[src/rtl/cfd_pkg.sv]
package cfd_pkg;
  localparam int unsigned SUBCH_N = 8;
  localparam int unsigned SUBCH_W = $clog2(SUBCH_N);
  localparam int unsigned CNT_W   = 11;
  localparam int unsigned MTH_W   = 11;
  localparam logic [7:0]  PUT_OFS = 8'h40;
  localparam logic [7:0]  GET_OFS = 8'h44;

  typedef struct packed {
    logic [CNT_W-1:0]   count;
    logic [SUBCH_W-1:0] subch;
    logic [MTH_W-1:0]   mth;
  } cmd_hdr_t;

  function automatic cmd_hdr_t hdr_decode(input logic [31:0] w);
    cmd_hdr_t h;
    h.count = w[28:18];
    h.subch = w[15:13];
    h.mth   = w[12:2];
    return h;
  endfunction
endpackage

[src/rtl/cfd_fetch.sv]
module cfd_fetch #(
  parameter int unsigned RING_WORDS = 64,
  localparam int unsigned PTR_W = $clog2(RING_WORDS)
) (
  input  logic             clk_i,
  input  logic             rst_ni,
  input  logic             put_we_i,
  input  logic [PTR_W-1:0] put_i,
  output logic [PTR_W-1:0] put_o,
  output logic [PTR_W-1:0] get_o,
  output logic             mem_req_o,
  output logic [PTR_W-1:0] mem_addr_o,
  output logic             word_vld_o,
  output logic             idle_o
);
  localparam logic [PTR_W-1:0] LAST = PTR_W'(RING_WORDS - 1);

  logic [PTR_W-1:0] put_q, get_q;
  logic             pend_q;
  logic             issue;

  assign issue = (get_q != put_q);

  always_ff @(posedge clk_i or negedge rst_ni) begin
    if (!rst_ni) begin
      put_q  <= '0;
      get_q  <= '0;
      pend_q <= 1'b0;
    end else begin
      if (put_we_i) put_q <= put_i;
      if (issue) get_q <= (get_q == LAST) ? '0 : get_q + 1'b1;
      pend_q <= issue;
    end
  end

  assign put_o      = put_q;
  assign get_o      = get_q;
  assign mem_req_o  = issue;
  assign mem_addr_o = get_q;
  assign word_vld_o = pend_q;
  assign idle_o     = !issue && !pend_q;
endmodule

[src/rtl/cfd_bind_slot.sv]
module cfd_bind_slot (
  input  logic        clk_i,
  input  logic        rst_ni,
  input  logic        we_i,
  input  logic [31:0] handle_i,
  output logic [31:0] handle_o,
  output logic        bound_o
);
  always_ff @(posedge clk_i or negedge rst_ni) begin
    if (!rst_ni) begin
      handle_o <= '0;
      bound_o  <= 1'b0;
    end else if (we_i) begin
      handle_o <= handle_i;
      bound_o  <= 1'b1;
    end
  end
endmodule

[src/rtl/cfd_decode.sv]
module cfd_decode
  import cfd_pkg::*;
(
  input  logic               clk_i,
  input  logic               rst_ni,
  input  logic               word_vld_i,
  input  logic [31:0]        word_i,
  output logic               mth_valid_o,
  output logic [SUBCH_W-1:0] mth_subch_o,
  output logic [12:0]        mth_addr_o,
  output logic [31:0]        mth_handle_o,
  output logic [31:0]        mth_data_o,
  output logic               err_o
);
  logic [CNT_W-1:0]   cnt_q;
  logic [SUBCH_W-1:0] sc_q;
  logic [MTH_W-1:0]   mth_q;
  cmd_hdr_t           hdr;
  logic               is_hdr, is_dat, bind_we, wr_ok, wr_bad;

  logic [SUBCH_N-1:0][31:0] slot_handle;
  logic [SUBCH_N-1:0]       slot_bound;

  for (genvar g = 0; g < SUBCH_N; g++) begin : g_slot
    cfd_bind_slot u_slot (
      .clk_i    (clk_i),
      .rst_ni   (rst_ni),
      .we_i     (bind_we && (sc_q == SUBCH_W'(g))),
      .handle_i (word_i),
      .handle_o (slot_handle[g]),
      .bound_o  (slot_bound[g])
    );
  end

  always_comb begin
    hdr     = hdr_decode(word_i);
    is_hdr  = word_vld_i && (cnt_q == '0);
    is_dat  = word_vld_i && (cnt_q != '0);
    bind_we = is_dat && (mth_q == '0);
    wr_ok   = is_dat && (mth_q != '0) && slot_bound[sc_q];
    wr_bad  = is_dat && (mth_q != '0) && !slot_bound[sc_q];
  end

  // an all-zero header decodes to count 0: nothing follows, i.e. a no-op
  always_ff @(posedge clk_i or negedge rst_ni) begin
    if (!rst_ni) begin
      cnt_q <= '0;
      sc_q  <= '0;
      mth_q <= '0;
    end else if (is_hdr) begin
      cnt_q <= hdr.count;
      sc_q  <= hdr.subch;
      mth_q <= hdr.mth;
    end else if (is_dat) begin
      cnt_q <= cnt_q - 1'b1;
      mth_q <= mth_q + 1'b1;
    end
  end

  always_ff @(posedge clk_i or negedge rst_ni) begin
    if (!rst_ni) begin
      mth_valid_o  <= 1'b0;
      err_o        <= 1'b0;
      mth_subch_o  <= '0;
      mth_addr_o   <= '0;
      mth_handle_o <= '0;
      mth_data_o   <= '0;
    end else begin
      mth_valid_o <= wr_ok;
      err_o       <= wr_bad;
      if (wr_ok) begin
        mth_subch_o  <= sc_q;
        mth_addr_o   <= {mth_q, 2'b00};
        mth_handle_o <= slot_handle[sc_q];
        mth_data_o   <= word_i;
      end
    end
  end
endmodule

[src/rtl/cmd_fifo_decoder.sv]
module cmd_fifo_decoder
  import cfd_pkg::*;
#(
  parameter int unsigned RING_WORDS = 64,
  localparam int unsigned PTR_W = $clog2(RING_WORDS)
) (
  input  logic             clk_i,
  input  logic             rst_ni,
  input  logic             ctrl_we_i,
  input  logic [7:0]       ctrl_addr_i,
  input  logic [31:0]      ctrl_wdata_i,
  output logic [31:0]      ctrl_rdata_o,
  output logic             mem_req_o,
  output logic [PTR_W-1:0] mem_addr_o,
  input  logic [31:0]      mem_rdata_i,
  output logic             mth_valid_o,
  output logic [2:0]       mth_subch_o,
  output logic [12:0]      mth_addr_o,
  output logic [31:0]      mth_handle_o,
  output logic [31:0]      mth_data_o,
  output logic             err_o,
  output logic             idle_o
);
  logic [PTR_W-1:0] put_w, get_w;
  logic             word_vld;
  logic             put_we;

  assign put_we = ctrl_we_i && (ctrl_addr_i == PUT_OFS);

  always_comb begin
    ctrl_rdata_o = '0;
    if (ctrl_addr_i == PUT_OFS) ctrl_rdata_o = 32'(put_w);
    else if (ctrl_addr_i == GET_OFS) ctrl_rdata_o = 32'(get_w);
  end

  cfd_fetch #(.RING_WORDS(RING_WORDS)) u_fetch (
    .clk_i      (clk_i),
    .rst_ni     (rst_ni),
    .put_we_i   (put_we),
    .put_i      (ctrl_wdata_i[PTR_W-1:0]),
    .put_o      (put_w),
    .get_o      (get_w),
    .mem_req_o  (mem_req_o),
    .mem_addr_o (mem_addr_o),
    .word_vld_o (word_vld),
    .idle_o     (idle_o)
  );

  cfd_decode u_dec (
    .clk_i        (clk_i),
    .rst_ni       (rst_ni),
    .word_vld_i   (word_vld),
    .word_i       (mem_rdata_i),
    .mth_valid_o  (mth_valid_o),
    .mth_subch_o  (mth_subch_o),
    .mth_addr_o   (mth_addr_o),
    .mth_handle_o (mth_handle_o),
    .mth_data_o   (mth_data_o),
    .err_o        (err_o)
  );
endmodule

[config.mk]
export PLATFORM = sky130hd
export DESIGN_NAME = cmd_fifo_decoder
export DESIGN_NICKNAME = d
export VERILOG_FILES = /design/src/rtl/cfd_pkg.sv /design/src/rtl/cfd_fetch.sv /design/src/rtl/cfd_bind_slot.sv /design/src/rtl/cfd_decode.sv /design/src/rtl/cmd_fifo_decoder.sv
export SDC_FILE = /design/constraint.sdc
export NUM_CORES = 1
export LEC_CHECK = 0
export BUFFER_PORTS_ARGS = -buffer_cell sky130_fd_sc_hd__buf_2
export CAP_MARGIN = 20
export CORE_ASPECT_RATIO = 1.25
export CORE_UTILIZATION = 40
export DETAILED_ROUTE_END_ITERATION = 10
export GPL_ROUTABILITY_DRIVEN = 0
export MAX_ROUTING_LAYER = met4
export PLACE_DENSITY = 0.7
export REMOVE_ABC_BUFFERS = 1
export SLEW_MARGIN = 20
export SYNTH_ARGS = -nofsm -noshare
export SYNTH_HDL_FRONTEND = slang
export SYNTH_HIERARCHICAL = 1
export SYNTH_SLANG_ARGS = --single-unit
[constraint.sdc]
create_clock -name clk_i -period 2.72 [get_ports clk_i]
set_input_delay 0.136 -clock clk_i [delete_from_list [all_inputs] [get_ports clk_i]]
set_output_delay 0.136 -clock clk_i [all_outputs]
set_load 0.02 [all_outputs]
==> flow_metrics.py <==
metrics = {
    "floorplanning": {
        "initial_utilization_pct": 40.9,
        "coreArea_um2": 45400,
        "die_y_um": 243,
        "die-area_um2": 47200,
        "rows": 87,
        "ios": 197,
        "die_x_um": 195,
    },
    "sta": {
        "min_period_ps": 2650,
        "worst_pin_slew_ps": 703,
        "tns_ps": 0,
        "grt_setup_unrepaired": "false",
        "period_share_pct": 97.4,
        "slew_headroom_pct": 52.8,
        "setup_viol": 0,
        "skew_ps": 22.2,
        "max_freq_ghz": 0.377,
        "finalHoldViolations": 0,
        "report.final.slew_viol_count": 0,
    },
    "global_route": {
        "antenna_found_initial": 0,
        "grt_usage_pct": 18.0,
        "grt_pass1_wl_mm": 64.8,
        "grt_pass1_vias": 11200,
        "overflow": 0,
        "grt_max_degree": 84,
    },
    "synthesis": {
        "syn_area_um2": 18600,
        "ys_warn_count": 6,
        "ys_types": 62,
        "synthFlopType": "dfrtp_1",
        "ys_seq_area_share_pct": 51.5,
        "synth_edf_count": 0,
        "ys_ff_latch": 382,
        "synth-async-reset-ratio_pct": 100,
        "syn_inst": 1136,
        "synth_area_per_cell_um2": 16.3,
    },
    "drt": {
        "drt-initial-drc-count": 590,
        "vias_per_cell": 5.23,
        "wl_per_cell_um": 21.0,
        "wirelength_mm": 41.1,
        "ant_nets": 0,
        "drtPass1Iterations": 4,
        "drc": 0,
        "num_vias": 10200,
    },
    "pwr": {
        "p_comb_share_pct": 12.0,
        "seqPwrFrac_pct": 44.7,
        "power_density_nw_per_um2": 628,
        "p_int_uw": 10200,
        "p_sw_uw": 3550,
        "swShare_pct": 25.8,
        "clkPwrFrac_pct": 43.4,
        "leakagePower_uw": 0.0104,
        "vdd_ir_drop_max_mv": 0.545,
    },
    "finish": {
        "final_nets": 1427,
        "diodes": 0,
        "syn2layout_area_growth_pct": 17.8,
        "utilization_pct": 48.1,
        "drive_gt1_share_pct": 54.7,
    },
    "min_path": {
        "hp-class": "in2reg",
    },
    "setup_path": {
        "criticalPathCategory": "reg2reg",
        "start_kind": "register",
        "worstPathMaxFanout": 10,
        "cp_data_arrival_time_ps": 3090,
        "required_ps": 3160,
        "cp-end-kind": "register",
    },
    "run": {
        "cap_violations": 0,
    },
    "clock_tree": {
        "clk_pin_slew_ps": 60,
        "cts_tree": "built",
        "numCtsBuffers": 41,
        "cts-htree-levels": 2,
        "clk_latency_ps": 570,
        "cts.sinks": 382,
        "cts_buffer_depth": 3,
        "clock-root-buffer": "clkbuf_16",
    },
    "placement": {
        "numPortBuffers": 142,
        "hpwl_mm": 25.3,
    },
    "run_status": {
        "status": "complete, no violations",
    },
}
-- path summary, 6_finish.rpt --
kind / startpoint / to / slack [ps] / cells past startpoint
min: mem_rdata_i[22] / u_dec/g_slot[3].u_slot/handle_o[22] / 30 / 2
min reg2reg: u_dec/g_slot[5].u_slot/bound_o / u_dec/g_slot[5].u_slot/bound_o / 460 / 1
max: u_dec/cnt_q[0] / u_dec/g_slot[2].u_slot/handle_o[4] / 70 / 11
max in group asynchronous: rst_ni / u_dec/g_slot[0].u_slot/handle_o[23] / 1590 / 3
min in group asynchronous: rst_ni / u_dec/mth_handle_o[14] / 160 / 2
max reg2reg: u_dec/cnt_q[0] / u_dec/g_slot[2].u_slot/handle_o[4] / 70 / 11
-- cells in the final DEF, fill, tap and decap left out, drive strengths merged, types with 2 or more instances in the layout --
cell         netlist  routed
xnor2              8       8
clkbuf            23      60
o21ai             18      18
nand2b             4       4
ha                 5       5
conb               2      28
a22oi              3       3
mux2             378     378
nor2b              4       4
a22o               4       4
mux2i              9       9
buf               86     211
inv               13      16
or3                2       2
nand4b             2       2
or2                9       9
nor4               5       5
dfrtp            382     382
bufinv             0       4
nor3              16      16
a21oi              4       4
and3               4       4
nand2             25      25
a31oi              5       5
or4                2       2
a32oi              2       2
nand4              5       5
dlygate4sd3        0      36
o21a               2       2
xor2               5       5
or4b               2       2
clkinvlp           0       2
o311ai             2       2
clkinv             0      10
nor3b              2       2
mux4              66      66
nor2              18      18
nand3              5       5
-- flip-flops by register name, indices dropped and copies added (netlist names) --
signal / cells
u_dec/mth_valid_o: 1
u_dec/err_o: 1
u_dec/mth_data_o: 32
u_dec/mth_addr_o: 11
u_dec/mth_handle_o: 32
u_fetch/put_o: 6
u_dec/cnt_q: 11
u_dec/sc_q: 3
u_fetch/get_o: 6
u_fetch/word_vld_o: 1
u_dec/g_slot.u_slot/handle_o: 256
u_dec/mth_subch_o: 3
u_dec/g_slot.u_slot/bound_o: 8
u_dec/mth_q: 11
-- power by group through the flow --
stage                     combinational [uW]  sequential, uW  clock [uW]
after global placement                  1550            6220           0
after global routing                    1810            6160        6330
after CTS                               1650            6130        6120
final                                   1640            6130        5950
after detailed placement                1600            6230           0
after floorplan                          698            6350           0
-- cells in the mapped netlist, drive strengths merged (3+ instances only) --
cell type  number  area (um^2)
clkbuf         23         87.6
xnor2           8         77.6
nand3           5         37.5
nand2b          4         25.0
ha              5         62.6
nor3           16         80.1
and3            4         27.5
buf            86          973
o21ai          18         90.1
nor2           18         67.6
inv            13         48.8
nand4           5         37.5
nor2b           4         25.0
dfrtp         382         9560
a31oi           5         37.5
a22oi           3         22.5
nor4            5         43.8
xor2            5         43.8
a22o            4         35.0
mux2          378         5160
mux2i           9         90.1
or2             9         56.3
mux4           66         1490
nand2          25         93.8
a21oi           4         20.0
-- logic make-up (layout without fill, tap and decap cells) --
kind of cell	after synthesis	count (layout)	share of synthesized area [%]
AOI/OAI and AO/OA	52	52	1.94
adders and majority gates	5	5	0.337
other	2	28	0.0405
DFF	382	382	51.5
buffers and inverters	122	339	5.98
and+or+nand+nor	107	107	3.18
xor gates and xnor gates	13	13	0.654
muxes	453	453	36.3
-- timing repair --
action	4_1_cts	5_1_grt
endpoints found under the setup margin	33	54
gates cloned	0	4
gates resized for setup	3	7
pin swaps	0	3
hold endpoints to repair	330	0
buffers inserted	0	5
hold buffers	36	0
-- worst max-delay path, stage by stage, from the launching register on --
cell	delay (ps)
dfrtp_1	350
inv_1	60
ha_2	180
nor3b_1	140
and3_1	200
buf_4	140
or4_4	510
buf_6	160
nor2_4	120
buf_12	150
clkbuf_16	200
mux2_4	310
-- metrics by stage --
step	instances	power, uW	setup slack [ps]	hold WS [ps]	instance area (um^2)
2_1_floorplan	1053	7040	-3460	-160	17600
3_3_place_gp	1837	7770	-29.2	184	19800
3_5_place_dp	1837	7830	-49.2	191	19800
4_1_cts	1948	13900	21.3	0.0845	21700
5_1_grt	1957	14300	11.0	2.55	21800
6_report	1957	13700	70.7	30.9	21800
-- layer usage --
metal  track usage [%]  up-vias  wire, um
met5                 -        -         0
met4              5.11        0       863
met3              3.25       60      1640
met2              29.3      224     20400
met1              23.0     5434     18100
li1                  -     4510         -
-- cell type report --
cell class / count / area, um^2
Fill cell: 3792 / 23500
Sequential cell: 382 / 9570
Multi-Input combinational cell: 658 / 8060
Timing Repair Buffer: 251 / 1990
Clock buffer: 56 / 1230
Tap cell: 578 / 723
Clock inverter: 19 / 223
Inverter: 13 / 48.8
(Power assumes the default switching activity.)
